<file path="src/rtl/slope_adc_pkg.sv">
package slope_adc_pkg;
  localparam int DW = 8;
  localparam int AW = 3;

  localparam logic [AW-1:0] ADDR_CTL0 = 3'd0;
  localparam logic [AW-1:0] ADDR_CTL1 = 3'd1;
  localparam logic [AW-1:0] ADDR_STAT = 3'd2;
  localparam logic [AW-1:0] ADDR_TLO  = 3'd3;
  localparam logic [AW-1:0] ADDR_THI  = 3'd4;
  localparam logic [AW-1:0] ADDR_CLO  = 3'd5;
  localparam logic [AW-1:0] ADDR_CHI  = 3'd6;

  typedef struct packed {
    logic [3:0] chan;
    logic       ramp_hold;
    logic       conv_off;
    logic       ref_off;
    logic       osc_off;
  } ctl0_t;

  localparam ctl0_t CTL0_RESET = '{chan: 4'h0, ramp_hold: 1'b1, conv_off: 1'b1,
                                   ref_off: 1'b1, osc_off: 1'b1};
endpackage

</file>
<file path="src/rtl/slope_adc_sync.sv">
module slope_adc_sync #(
  parameter int STAGES = 2
) (
  input  logic clk,
  input  logic rst_ni,
  input  logic clk_en,
  input  logic async_in,
  output logic rise_o
);
  logic [STAGES-1:0] sr_q, sr_d;
  logic              prev_q, prev_d;

  always_comb begin
    sr_d   = sr_q;
    prev_d = prev_q;
    if (clk_en) begin
      sr_d   = {sr_q[STAGES-2:0], async_in};
      prev_d = sr_q[STAGES-1];
    end
  end

  always_ff @(posedge clk or negedge rst_ni) begin
    if (!rst_ni) begin
      sr_q   <= '0;
      prev_q <= 1'b0;
    end else begin
      sr_q   <= sr_d;
      prev_q <= prev_d;
    end
  end

  assign rise_o = sr_q[STAGES-1] & ~prev_q;

  // a stopped clock freezes the synchroniser
  assert_sync_hold_R8: assert property (@(posedge clk) disable iff (!rst_ni)
    !clk_en |=> $stable(sr_q) && $stable(prev_q));
endmodule

</file>
<file path="src/rtl/slope_adc_timer.sv">
module slope_adc_timer #(
  parameter int TW = 16
) (
  input  logic          clk,
  input  logic          rst_ni,
  input  logic          clk_en,
  input  logic          ramp_hold,
  input  logic          conv_off,
  input  logic          rise,
  output logic [TW-1:0] tmr_o,
  output logic [TW-1:0] cap_o,
  output logic          trip_o,
  output logic          wrap_o
);
  logic [TW-1:0] tmr_q, tmr_d;
  logic [TW-1:0] cap_q, cap_d;
  logic          armed_q, armed_d;
  logic          run;
  logic          trip;

  assign run  = ~ramp_hold & ~conv_off;
  assign trip = clk_en & rise & armed_q & run;

  always_comb begin
    tmr_d   = tmr_q;
    cap_d   = cap_q;
    armed_d = armed_q;
    if (clk_en) begin
      if (ramp_hold) begin
        tmr_d   = '0;
        armed_d = 1'b1;
      end else begin
        if (!conv_off) tmr_d = tmr_q + 1'b1;
        if (trip) begin
          cap_d   = tmr_q;
          armed_d = 1'b0;
        end
      end
    end
  end

  always_ff @(posedge clk or negedge rst_ni) begin
    if (!rst_ni) begin
      tmr_q   <= '0;
      cap_q   <= '0;
      armed_q <= 1'b1;
    end else begin
      tmr_q   <= tmr_d;
      cap_q   <= cap_d;
      armed_q <= armed_d;
    end
  end

  assign tmr_o  = tmr_q;
  assign cap_o  = cap_q;
  assign trip_o = trip;
  assign wrap_o = clk_en & run & armed_q & ~trip & (&tmr_q);

  // timer and capture hold while the clock is stopped
  assert_timer_hold_R8: assert property (@(posedge clk) disable iff (!rst_ni)
    !clk_en |=> $stable(tmr_q) && $stable(cap_q));
  // ramp hold clears the timer
  assert_hold_clears_R3: assert property (@(posedge clk) disable iff (!rst_ni)
    (clk_en && ramp_hold) |=> (tmr_q == '0));
  // counting advances by exactly one
  assert_count_step_R4: assert property (@(posedge clk) disable iff (!rst_ni)
    (clk_en && run) |=> (tmr_q == TW'($past(tmr_q) + 1'b1)));
  // once disarmed, the capture does not move
  assert_single_capture_R6: assert property (@(posedge clk) disable iff (!rst_ni)
    !armed_q |=> $stable(cap_q));
endmodule

</file>
<file path="src/rtl/slope_adc_regs.sv">
module slope_adc_regs
  import slope_adc_pkg::*;
(
  input  logic          clk,
  input  logic          rst_ni,
  input  logic          wr_en,
  input  logic [AW-1:0] wr_addr,
  input  logic [DW-1:0] wr_data,
  input  logic          trip,
  input  logic          wrap,
  output ctl0_t         ctl0_o,
  output logic [3:0]    iset_o,
  output logic          done_o,
  output logic          ovf_o
);
  ctl0_t      ctl0_q, ctl0_d;
  logic [3:0] iset_q, iset_d;
  logic       done_q, done_d;
  logic       ovf_q, ovf_d;

  always_comb begin
    ctl0_d = ctl0_q;
    iset_d = iset_q;
    done_d = done_q;
    ovf_d  = ovf_q;
    if (wr_en) begin
      case (wr_addr)
        ADDR_CTL0: ctl0_d = ctl0_t'(wr_data);
        ADDR_CTL1: iset_d = wr_data[7:4];
        ADDR_STAT: begin
          done_d = done_q & wr_data[0];
          ovf_d  = ovf_q & wr_data[1];
        end
        default: ;
      endcase
    end
    if (trip) done_d = 1'b1;
    if (wrap) ovf_d  = 1'b1;
  end

  always_ff @(posedge clk or negedge rst_ni) begin
    if (!rst_ni) begin
      ctl0_q <= CTL0_RESET;
      iset_q <= '0;
      done_q <= 1'b0;
      ovf_q  <= 1'b0;
    end else begin
      ctl0_q <= ctl0_d;
      iset_q <= iset_d;
      done_q <= done_d;
      ovf_q  <= ovf_d;
    end
  end

  assign ctl0_o = ctl0_q;
  assign iset_o = iset_q;
  assign done_o = done_q;
  assign ovf_o  = ovf_q;

  // a trip always leaves the done flag set
  assert_done_on_trip_R5: assert property (@(posedge clk) disable iff (!rst_ni)
    trip |=> done_q);
  // a wrap always leaves the overflow bit set
  assert_ovf_on_wrap_R9: assert property (@(posedge clk) disable iff (!rst_ni)
    wrap |=> ovf_q);
endmodule

</file>
<file path="src/rtl/slope_adc_ctrl.sv">
module slope_adc_ctrl
  import slope_adc_pkg::*;
#(
  parameter int SYNC_STAGES = 2
) (
  input  logic          clk,
  input  logic          rst_n,
  input  logic          clk_run,
  input  logic          cmp_in,
  input  logic          wr_en,
  input  logic [AW-1:0] wr_addr,
  input  logic [DW-1:0] wr_data,
  input  logic [AW-1:0] rd_addr,
  output logic [DW-1:0] rd_data,
  output logic [3:0]    chan_sel,
  output logic [3:0]    ramp_iset,
  output logic          isrc_en,
  output logic          conv_off,
  output logic          ref_off,
  output logic          osc_off,
  output logic          done_irq
);
  localparam int TW = 2 * DW;

  logic          rst_meta_q, rst_sync_q;
  logic          rise;
  logic          trip, wrap;
  logic [TW-1:0] tmr, cap;
  ctl0_t         ctl0;
  logic [3:0]    iset;
  logic          done, ovf;

  always_ff @(posedge clk or negedge rst_n) begin
    if (!rst_n) begin
      rst_meta_q <= 1'b0;
      rst_sync_q <= 1'b0;
    end else begin
      rst_meta_q <= 1'b1;
      rst_sync_q <= rst_meta_q;
    end
  end

  slope_adc_sync #(.STAGES(SYNC_STAGES)) u_sync (
    .clk      (clk),
    .rst_ni   (rst_sync_q),
    .clk_en   (clk_run),
    .async_in (cmp_in),
    .rise_o   (rise)
  );

  slope_adc_timer #(.TW(TW)) u_timer (
    .clk       (clk),
    .rst_ni    (rst_sync_q),
    .clk_en    (clk_run),
    .ramp_hold (ctl0.ramp_hold),
    .conv_off  (ctl0.conv_off),
    .rise      (rise),
    .tmr_o     (tmr),
    .cap_o     (cap),
    .trip_o    (trip),
    .wrap_o    (wrap)
  );

  slope_adc_regs u_regs (
    .clk     (clk),
    .rst_ni  (rst_sync_q),
    .wr_en   (wr_en),
    .wr_addr (wr_addr),
    .wr_data (wr_data),
    .trip    (trip),
    .wrap    (wrap),
    .ctl0_o  (ctl0),
    .iset_o  (iset),
    .done_o  (done),
    .ovf_o   (ovf)
  );

  always_comb begin
    case (rd_addr)
      ADDR_CTL0: rd_data = ctl0;
      ADDR_CTL1: rd_data = {iset, 4'h0};
      ADDR_STAT: rd_data = {6'h00, ovf, done};
      ADDR_TLO:  rd_data = tmr[DW-1:0];
      ADDR_THI:  rd_data = tmr[TW-1:DW];
      ADDR_CLO:  rd_data = cap[DW-1:0];
      ADDR_CHI:  rd_data = cap[TW-1:DW];
      default:   rd_data = '0;
    endcase
  end

  assign chan_sel  = ctl0.chan;
  assign ramp_iset = iset;
  assign isrc_en   = ~ctl0.ramp_hold & ~ctl0.conv_off;
  assign conv_off  = ctl0.conv_off;
  assign ref_off   = ctl0.ref_off;
  assign osc_off   = ctl0.osc_off;
  assign done_irq  = done;
endmodule

</file>
<file path="config.mk">
export PLATFORM = sky130hd
export DESIGN_NAME = slope_adc_ctrl
export DESIGN_NICKNAME = d
export VERILOG_FILES = /design/src/rtl/slope_adc_pkg.sv /design/src/rtl/slope_adc_sync.sv /design/src/rtl/slope_adc_timer.sv /design/src/rtl/slope_adc_regs.sv /design/src/rtl/slope_adc_ctrl.sv
export SDC_FILE = /design/constraint.sdc
export NUM_CORES = 1
export LEC_CHECK = 0
export CAP_MARGIN = 25
export CORE_UTILIZATION = 54
export CTS_BUF_LIST = sky130_fd_sc_hd__clkbuf_8 sky130_fd_sc_hd__clkbuf_16
export CTS_CLUSTER_SIZE = 40
export DETAILED_ROUTE_END_ITERATION = 12
export PLACE_DENSITY_LB_ADDON = 0.25
export SLEW_MARGIN = 20
export SYNTH_ARGS = -nofsm -noshare
export SYNTH_HDL_FRONTEND = slang
export SYNTH_SLANG_ARGS = --single-unit
</file>
<file path="constraint.sdc">
create_clock -name clk -period 2.16 [get_ports clk]
set_input_delay 0.324 -clock clk [delete_from_list [all_inputs] [get_ports clk]]
set_output_delay 0.324 -clock clk [all_outputs]
set_load 0.05 [all_outputs]
</file>
==> impl_results.rst, run 1 <==
.. list-table::
   :header-rows: 1

   * - Metric
     - Value
   * - Number of antenna repair diodes
     - 0
   * - Worst supply voltage drop on vdd
     - 0.4807 mV
   * - Via count of the first global-routing pass
     - 2131
   * - Post-CTS setup buffer count
     - 0
   * - Most used standard cells in the synthesized netlist
     - 47 x sky130_fd_sc_hd__dfrtp_1, 17 x sky130_fd_sc_hd__a21oi_1, 17 x sky130_fd_sc_hd__o21ai_0
   * - Number of DRC violations after detailed-routing iteration 0
     - 130
   * - Wirelength, routed
     - 6.137 mm
   * - Overall die area
     - 0.005227 mm²
   * - Hold buffer count at cts
     - 0
   * - Netlist cell types
     - 45
   * - Worst slew margin relative to its limit
     - 0.5814
   * - RePlAce Congestion
     - 0.8392
   * - Endpoint of the most critical register-to-register path
     - u_regs.ovf_o
   * - Clock slew at the register clock pins of the worst setup and hold paths
     - 0.08 ns
   * - Mean cell area of the mapped netlist
     - 10.72 µm²
   * - Yosys top cell area share
     - 0.4407
   * - Setup clock skew after layout
     - 0.004971 ns
   * - Number of filler instances in the final layout
     - 338
   * - Clock Power Share
     - 0.190
   * - Area contributors post-synth
     - sky130_fd_sc_hd__dfrtp_1 44%, sky130_fd_sc_hd__mux2_2 6.8%, sky130_fd_sc_hd__mux2_1 5.5%, sky130_fd_sc_hd__dfstp_2 4.9%, sky130_fd_sc_hd__a21oi_1 3.2%
   * - Cell type with the highest aggregate area in the netlist
     - sky130_fd_sc_hd__dfrtp_1
   * - Fraction of the cycle the final worst path needs
     - 0.9850
   * - Initial Util
     - 0.5613
   * - GRT overflow
     - 0
   * - Type of the tightest min-delay check
     - input port to async pin
   * - DR vias/cell
     - 5.927
   * - Cell area after synthesis
     - 0.002669 mm²
   * - RSZ-0062 raised after global routing
     - yes
   * - Combined flip-flop and latch cell area
     - 0.001309 mm²
   * - Total leakage power
     - 1.497 nW
   * - Number of routed nets with antenna violations
     - 0
   * - Die Span X
     - 72.30 µm
   * - Number of warnings printed during yosys synthesis
     - 0
   * - Post-route minimum period
     - 2.128 ns
   * - CTS tree
     - built
   * - Top-count cell post-synth
     - sky130_fd_sc_hd__dfrtp_1
   * - Num CTS Buffers
     - 5
   * - Area used by multi-input combinational logic
     - 0.001292 mm²
   * - Cell with the largest stage delay on the worst path
     - sky130_fd_sc_hd__clkdlybuf4s50_1
   * - Number of vias after detailed routing
     - 2181
   * - Detailed-routing iteration count for the pre-antenna-repair pass
     - 4
   * - Synth Flop Type
     - sky130_fd_sc_hd__dfrtp_1
   * - Number of nets in the synthesized netlist
     - 269
   * - # port buffers
     - 39
   * - Slew Viols, Final
     - 0
   * - Kind of start point of the critical path
     - input port
   * - Number of I/O pins
     - 40
   * - Post-detail-place hpwl
     - 4.442 mm
   * - Root buffer cell
     - sky130_fd_sc_hd__clkbuf_8
   * - Switch Pwr
     - 0.0009962 W
   * - H-tree Lvls
     - 2
   * - CP arrival
     - 1.80 ns
   * - Global router's overall resource usage
     - 0.2659
   * - R2r startpoint
     - u_timer.tmr_o[1]
   * - Number of remaining DRC errors
     - 0
   * - Worst Path Required
     - 1.84 ns
   * - Placed Area
     - 0.003329 mm²
   * - Worst R2R Setup Slack
     - 0.30 ns
   * - Cells after synthesis
     - 249
   * - Proportion of synthesized chip area in sequential cells
     - 0.4899
   * - Final Net Count
     - 320
   * - Switching share of total power
     - 0.3620
   * - Bufs and invs on worst path
     - 4
   * - Startpoint-to-endpoint class of the critical path
     - input port to primary output
   * - Number of maximum-capacitance constraint violations
     - 0
   * - Result of the run
     - finished clean
   * - Worst-path fanout max
     - 8
   * - Final hold vios
     - 0
   * - Cell count of the worst reg-to-reg path
     - 5
   * - Maximum operating frequency
     - 470.0 MHz
   * - Async set-reset flop share out of synthesis
     - 1.000
   * - Number of failing setup endpoints in the final timing report
     - 0
   * - Crit end category
     - primary output
   * - Post-synth EDFFs
     - 0
   * - Count of clock tree sinks
     - 52
   * - Core ar.
     - 0.004755 mm²
   * - Gate power share
     - 0.355
   * - Routed wirelength normalized by instance count
     - 16.68 µm
   * - Fraction of final layout cells with drive strength greater than 1
     - 0.2458
   * - Yosys reg bits
     - 52
   * - Maximum number of pins on one net before global-route repair
     - 51
   * - Skew-Pair Late Insertion Delay
     - 0.30 ns
   * - Gate family responsible for the most delay along the worst path
     - buffers and inverters
   * - Setup Total Neg Slack
     - 0 ns
   * - Sequential share of power
     - 0.455
   * - Y dimension of the die
     - 72.30 µm
   * - Internal power consumption
     - 0.001755 W
   * - Global-route wire length before repair
     - 10.29 mm
   * - Maximum clock insertion buffer count
     - 2
   * - Transition time of the tightest slew-check pin
     - 0.6280 ns
   * - Power density of the placed cells
     - 798.3 mW/mm²
   * - Area grow syn2layout
     - 29.16%
   * - Critical path's largest stage delay
     - 0.48 ns
   * - Total chip power
     - 0.002752 W
   * - Post-route standard cell area excluding fillers
     - 0.003447 mm²
   * - Number of antenna violations at the first check in global routing
     - 0
   * - Standard-cell row count
     - 25
   * - Chain of cells forming the critical path
     - clkdlybuf4s50_1 -> buf_6 -> nor2b_1 -> buf_4 -> a22oi_1 -> a21oi_1 -> buf_12
==> power groups by stage <==
| stage | clock network, W | logic, W | registers, W |
|---|---|---|---|
| floorplan | 0 | 0.000396 | 0.00144 |
| global placement | 0 | 0.000944 | 0.00127 |
| detailed placement | 0 | 0.000967 | 0.00127 |
| CTS | 0.000539 | 0.000977 | 0.00125 |
| global route | 0.000576 | 0.00105 | 0.00128 |
| finish | 0.000522 | 0.000978 | 0.00125 |
==> layout make-up <==
type / count / share of cell area
Timing Repair Buffer: 62 / 0.1920
Clock inverter: 3 / 0.003630
Sequential cell: 52 / 0.3797
Tap cell: 67 / 0.02432
Multi-Input combinational cell: 174 / 0.3750
Inverter: 5 / 0.005445
Clock buffer: 5 / 0.01996
==> through the flow <==
stage / util / worst slack [ns] / instances / hold WS [ns]
2_1_floorplan: - / -0.009034 / 249 / 0.02841
3_3_place_gp: 0.7003 / -0.01430 / 360 / 0.3368
3_5_place_dp: 0.7003 / -0.09754 / 360 / 0.3412
4_1_cts: 0.7216 / 0.001012 / 368 / 0.1636
5_1_grt: 0.7250 / -0.004239 / 368 / 0.1751
6_report: 0.7250 / 0.03250 / 368 / 0.1721
==> how the worst max path moves through the flow <==
stage | start | endpoint | slack [ns] | cells past startpoint
6_report | rd_addr[0] | rd_data[7] | 0.03 | 7
5_1_grt | rd_addr[0] | rd_data[1] | -0.004 | 8
4_1_cts | rd_addr[0] | rd_data[1] | 0.001 | 8
3_5_place_dp | rd_addr[2] | rd_data[3] | -0.1 | 7
3_3_place_gp | rd_addr[0] | rd_data[1] | -0.01 | 8
2_1_floorplan | rd_addr[2] | rd_data[4] | -0.009 | 5
==> cell families after synthesis <==
| group | count (synthesis) | synth area share |
|---|---|---|
| compound gates | 64 | 0.1458 |
| buf+inv | 23 | 0.03891 |
| other cells | 1 | 0.001405 |
| mux | 39 | 0.1739 |
| simple gates | 69 | 0.1453 |
| fa+ha+maj | 1 | 0.004687 |
| flops | 52 | 0.4899 |
==> routing by layer <==
layer  up-vias  global-route usage  share of wire
li1       1027                   -              -
met1      1075              0.3611           0.43
met2        73              0.4361           0.50
met3         6             0.04306          0.050
met4         0             0.09368          0.015
met5         -                   0              0
==> what timing repair did <==
action	4_1_cts	5_1_grt
endpoints found under the hold margin	0	0
pin swaps	1	0
endpoints found under the setup margin	6	5
gates resized for setup	6	5
==> flip-flops by register name (all words and copies together), names as in the netlist <==
name             flops
rst_meta_q           1
rst_sync_q           1
u_regs.ctl0_o        8
u_regs.done_o        1
u_regs.iset_o        4
u_regs.ovf_o         1
u_sync.prev_q        1
u_sync.sr_q          2
u_timer.armed_q      1
u_timer.cap_o       16
u_timer.tmr_o       16
==> cells in the final DEF (no fill, tap or decap), types with 8 or more instances in the layout <==
master,n
sky130_fd_sc_hd__nor2_1,13
sky130_fd_sc_hd__a21oi_1,13
sky130_fd_sc_hd__nand3_1,8
sky130_fd_sc_hd__mux2_1,13
sky130_fd_sc_hd__buf_4,20
sky130_fd_sc_hd__o21ai_0,16
sky130_fd_sc_hd__buf_12,9
sky130_fd_sc_hd__nand2_1,13
sky130_fd_sc_hd__a31oi_1,10
sky130_fd_sc_hd__mux2_2,16
sky130_fd_sc_hd__clkdlybuf4s50_1,30
sky130_fd_sc_hd__dfrtp_1,46
Note: power is estimated with default switching activity, not from simulation.
==> run 2, diff against run 1 <==
--- a/config.mk
+++ b/config.mk
@@ -5,7 +5,7 @@
 export SDC_FILE = /design/constraint.sdc
 export NUM_CORES = 1
 export LEC_CHECK = 0
-export CAP_MARGIN = 25
+export CAP_MARGIN = 30
 export CORE_UTILIZATION = 54
 export CTS_BUF_LIST = sky130_fd_sc_hd__clkbuf_8 sky130_fd_sc_hd__clkbuf_16
 export CTS_CLUSTER_SIZE = 40
==> results of run 2 <==
Same layout as run 1: the final DEF is identical, and so are final timing and power.
==> run 3, diff against run 2 <==
--- a/config.mk
+++ b/config.mk
@@ -10,8 +10,10 @@
 export CTS_BUF_LIST = sky130_fd_sc_hd__clkbuf_8 sky130_fd_sc_hd__clkbuf_16
 export CTS_CLUSTER_SIZE = 40
 export DETAILED_ROUTE_END_ITERATION = 12
+export GPL_ROUTABILITY_DRIVEN = 0
 export PLACE_DENSITY_LB_ADDON = 0.25
 export SLEW_MARGIN = 20
 export SYNTH_ARGS = -nofsm -noshare
 export SYNTH_HDL_FRONTEND = slang
 export SYNTH_SLANG_ARGS = --single-unit
+export TNS_END_PERCENT = 1
==> run 3 against run 2 <==
  * Sequential power is essentially flat
  * Clock-buffer cell count is the same
  * Global-route usage is essentially flat
  * Hold slack lost 0.00054 ns
  * Final area grew 0.11%
  * Routed wire length shrank 0.31%
  * Sequential cell count is the same
  * Cell count is the same
  * Non-clock buffer count is the same
==> impl_results.rst, run 3 (same netlist as run 1, synthesis figures left out) <==
.. list-table::
   :header-rows: 1

   * - Metric
     - Value
   * - Area used by multi-input combinational logic
     - 0.001296 mm²
   * - Number of DRC violations after detailed-routing iteration 0
     - 121
   * - Endpoint of the most critical register-to-register path
     - u_regs.ovf_o
   * - Number of maximum-capacitance constraint violations
     - 0
   * - Number of I/O pins
     - 40
   * - Clock slew at the register clock pins of the worst setup and hold paths
     - 0.09 ns
   * - Core utilization of the finished layout
     - 0.7258
   * - Area grow syn2layout
     - 29.30%
   * - Maximum number of pins on one net before global-route repair
     - 51
   * - Fraction of final layout cells with drive strength greater than 1
     - 0.2492
   * - Number of antenna repair diodes
     - 0
   * - Clock Power Share
     - 0.191
   * - CP arrival
     - 1.80 ns
   * - Fin worst setup slack
     - 0.03799 ns
   * - Routed wirelength normalized by instance count
     - 16.63 µm
   * - Internal power consumption
     - 0.001757 W
   * - GRT overflow
     - 0
   * - Wirelength, routed
     - 6.118 mm
   * - Number of antenna violations at the first check in global routing
     - 0
   * - Most used cells in the layout excluding fill and tap cells
     - 46 x sky130_fd_sc_hd__dfrtp_1, 30 x sky130_fd_sc_hd__clkdlybuf4s50_1, 20 x sky130_fd_sc_hd__buf_4
   * - Post-route minimum period
     - 2.122 ns
   * - Standard-cell row count
     - 25
   * - Hold buffer count at cts
     - 0
   * - Slew Viols, Final
     - 0
   * - CTS tree
     - built
   * - Post-detail-place hpwl
     - 4.442 mm
   * - Global router's overall resource usage
     - 0.2662
   * - Critical Path Source
     - rd_addr[0]
   * - Result of the run
     - finished clean
   * - Core ar.
     - 0.004755 mm²
   * - Cell count of the worst reg-to-reg path
     - 5
   * - Skew-Pair Late Insertion Delay
     - 0.30 ns
   * - Worst slew margin relative to its limit
     - 0.5815
   * - Critical path's largest stage delay
     - 0.48 ns
   * - Startpoint-to-endpoint class of the critical path
     - input port to primary output
   * - Number of vias after detailed routing
     - 2159
   * - Transition time of the tightest slew-check pin
     - 0.6277 ns
   * - Setup clock skew after layout
     - 0.006847 ns
   * - DR vias/cell
     - 5.867
   * - Number of failing setup endpoints in the final timing report
     - 0
   * - Switching share of total power
     - 0.3631
   * - # port buffers
     - 39
   * - Via count of the first global-routing pass
     - 2128
   * - Root buffer cell
     - sky130_fd_sc_hd__clkbuf_8
   * - Worst-path fanout max
     - 8
   * - Switch Pwr
     - 0.001002 W
   * - Total leakage power
     - 1.497 nW
   * - Maximum clock insertion buffer count
     - 2
   * - Sequential share of power
     - 0.454
   * - Crit end category
     - primary output
   * - Number of filler instances in the final layout
     - 337
   * - Number of routed nets with antenna violations
     - 0
   * - Overall die area
     - 0.005227 mm²
   * - Final hold vios
     - 0
   * - Power density of the placed cells
     - 799.3 mW/mm²
   * - Cell with the largest stage delay on the worst path
     - sky130_fd_sc_hd__clkdlybuf4s50_1
   * - Fraction of the cycle the final worst path needs
     - 0.9824
   * - Combined flip-flop and latch cell area
     - 0.001309 mm²
   * - Global-route wire length before repair
     - 10.29 mm
   * - Gate family responsible for the most delay along the worst path
     - buffers and inverters
   * - Count of clock tree sinks
     - 52
   * - Chain of cells forming the critical path
     - clkdlybuf4s50_1 -> buf_6 -> nor2b_1 -> buf_4 -> a22oi_1 -> a21oi_1 -> buf_12
   * - Final Net Count
     - 320
   * - Num CTS Buffers
     - 5
   * - R2r startpoint
     - u_timer.tmr_o[1]
   * - Number of remaining DRC errors
     - 0
   * - H-tree Lvls
     - 2
   * - Most common cell after layout, fill and taps aside
     - sky130_fd_sc_hd__dfrtp_1
   * - Y dimension of the die
     - 72.30 µm
   * - Pre-CTS setup slack
     - -0.09754 ns
   * - Maximum operating frequency
     - 471.3 MHz
   * - Worst supply voltage drop on vdd
     - 0.4823 mV
   * - Tightest hold margin
     - 0.1716 ns
   * - Die Span X
     - 72.30 µm
   * - Worst R2R Setup Slack
     - 0.30 ns
   * - RSZ-0062 raised after global routing
     - yes
   * - Bufs and invs on worst path
     - 4
   * - Initial Util
     - 0.5613
   * - Gate power share
     - 0.355
   * - Kind of start point of the critical path
     - input port
   * - Worst Path Required
     - 1.84 ns
   * - Detailed-routing iteration count for the pre-antenna-repair pass
     - 4
   * - Type of the tightest min-delay check
     - input port to async pin
## run 3: cell counts in the layout (fill, tap and decap cells not counted)
No cell type changed its count.
## run 3: layout make-up
| cell class | count | area share |
|---|---|---|
| Clock buffer | 5 | 0.01994 |
| Inverter | 5 | 0.005439 |
| Clock inverter | 3 | 0.003626 |
| Timing Repair Buffer | 62 | 0.1918 |
| Sequential cell | 52 | 0.3793 |
| Multi-Input combinational cell | 174 | 0.3756 |
| Tap cell | 67 | 0.02429 |
## run 3: repair_timing
item,4_1_cts,5_1_grt
setup endpoints to repair,6,6
gates resized for setup,5,7
setup buffers,0,0
pin swaps,0,0
## run 3: worst max path at each step
stage,end,cells past startpoint,slack (ns)
after floorplan,rd_data[4],5,-0.009
after global placement,rd_data[1],8,-0.01
after detailed placement,rd_data[3],7,-0.1
after CTS,rd_data[1],8,-0.01
after global routing,rd_data[7],6,-0.001
final,rd_data[7],7,0.04
## run 3: power groups by stage
stage          Combinational, W  Clock [W]  Sequential (W)
4_1_cts                0.000975   0.000539         0.00125
3_5_place_dp           0.000967          0         0.00127
3_3_place_gp           0.000944          0         0.00127
2_1_floorplan          0.000396          0         0.00144
6_report               0.000980   0.000526         0.00125
5_1_grt                 0.00105   0.000576         0.00128
## run 3: metrics by stage
step / total power [W] / TNS (ns) / instances / cell area, µm²
finish: 0.002758 / 0 / 368 / 3451
global route: 0.002907 / -0.001081 / 368 / 3451
CTS: 0.002766 / -0.01087 / 368 / 3427
detailed placement: 0.002239 / -0.2284 / 360 / 3329
global placement: 0.002211 / -0.02340 / 360 / 3329
floorplan: 0.001839 / -0.03393 / 249 / 2669
## run 3: layer usage
metal,GRT usage,wire [µm],share of wire
met5,0,0,0
met4,0.09368,91,0.015
met3,0.04306,279,0.046
met2,0.4372,2995,0.49
met1,0.3611,2752,0.45
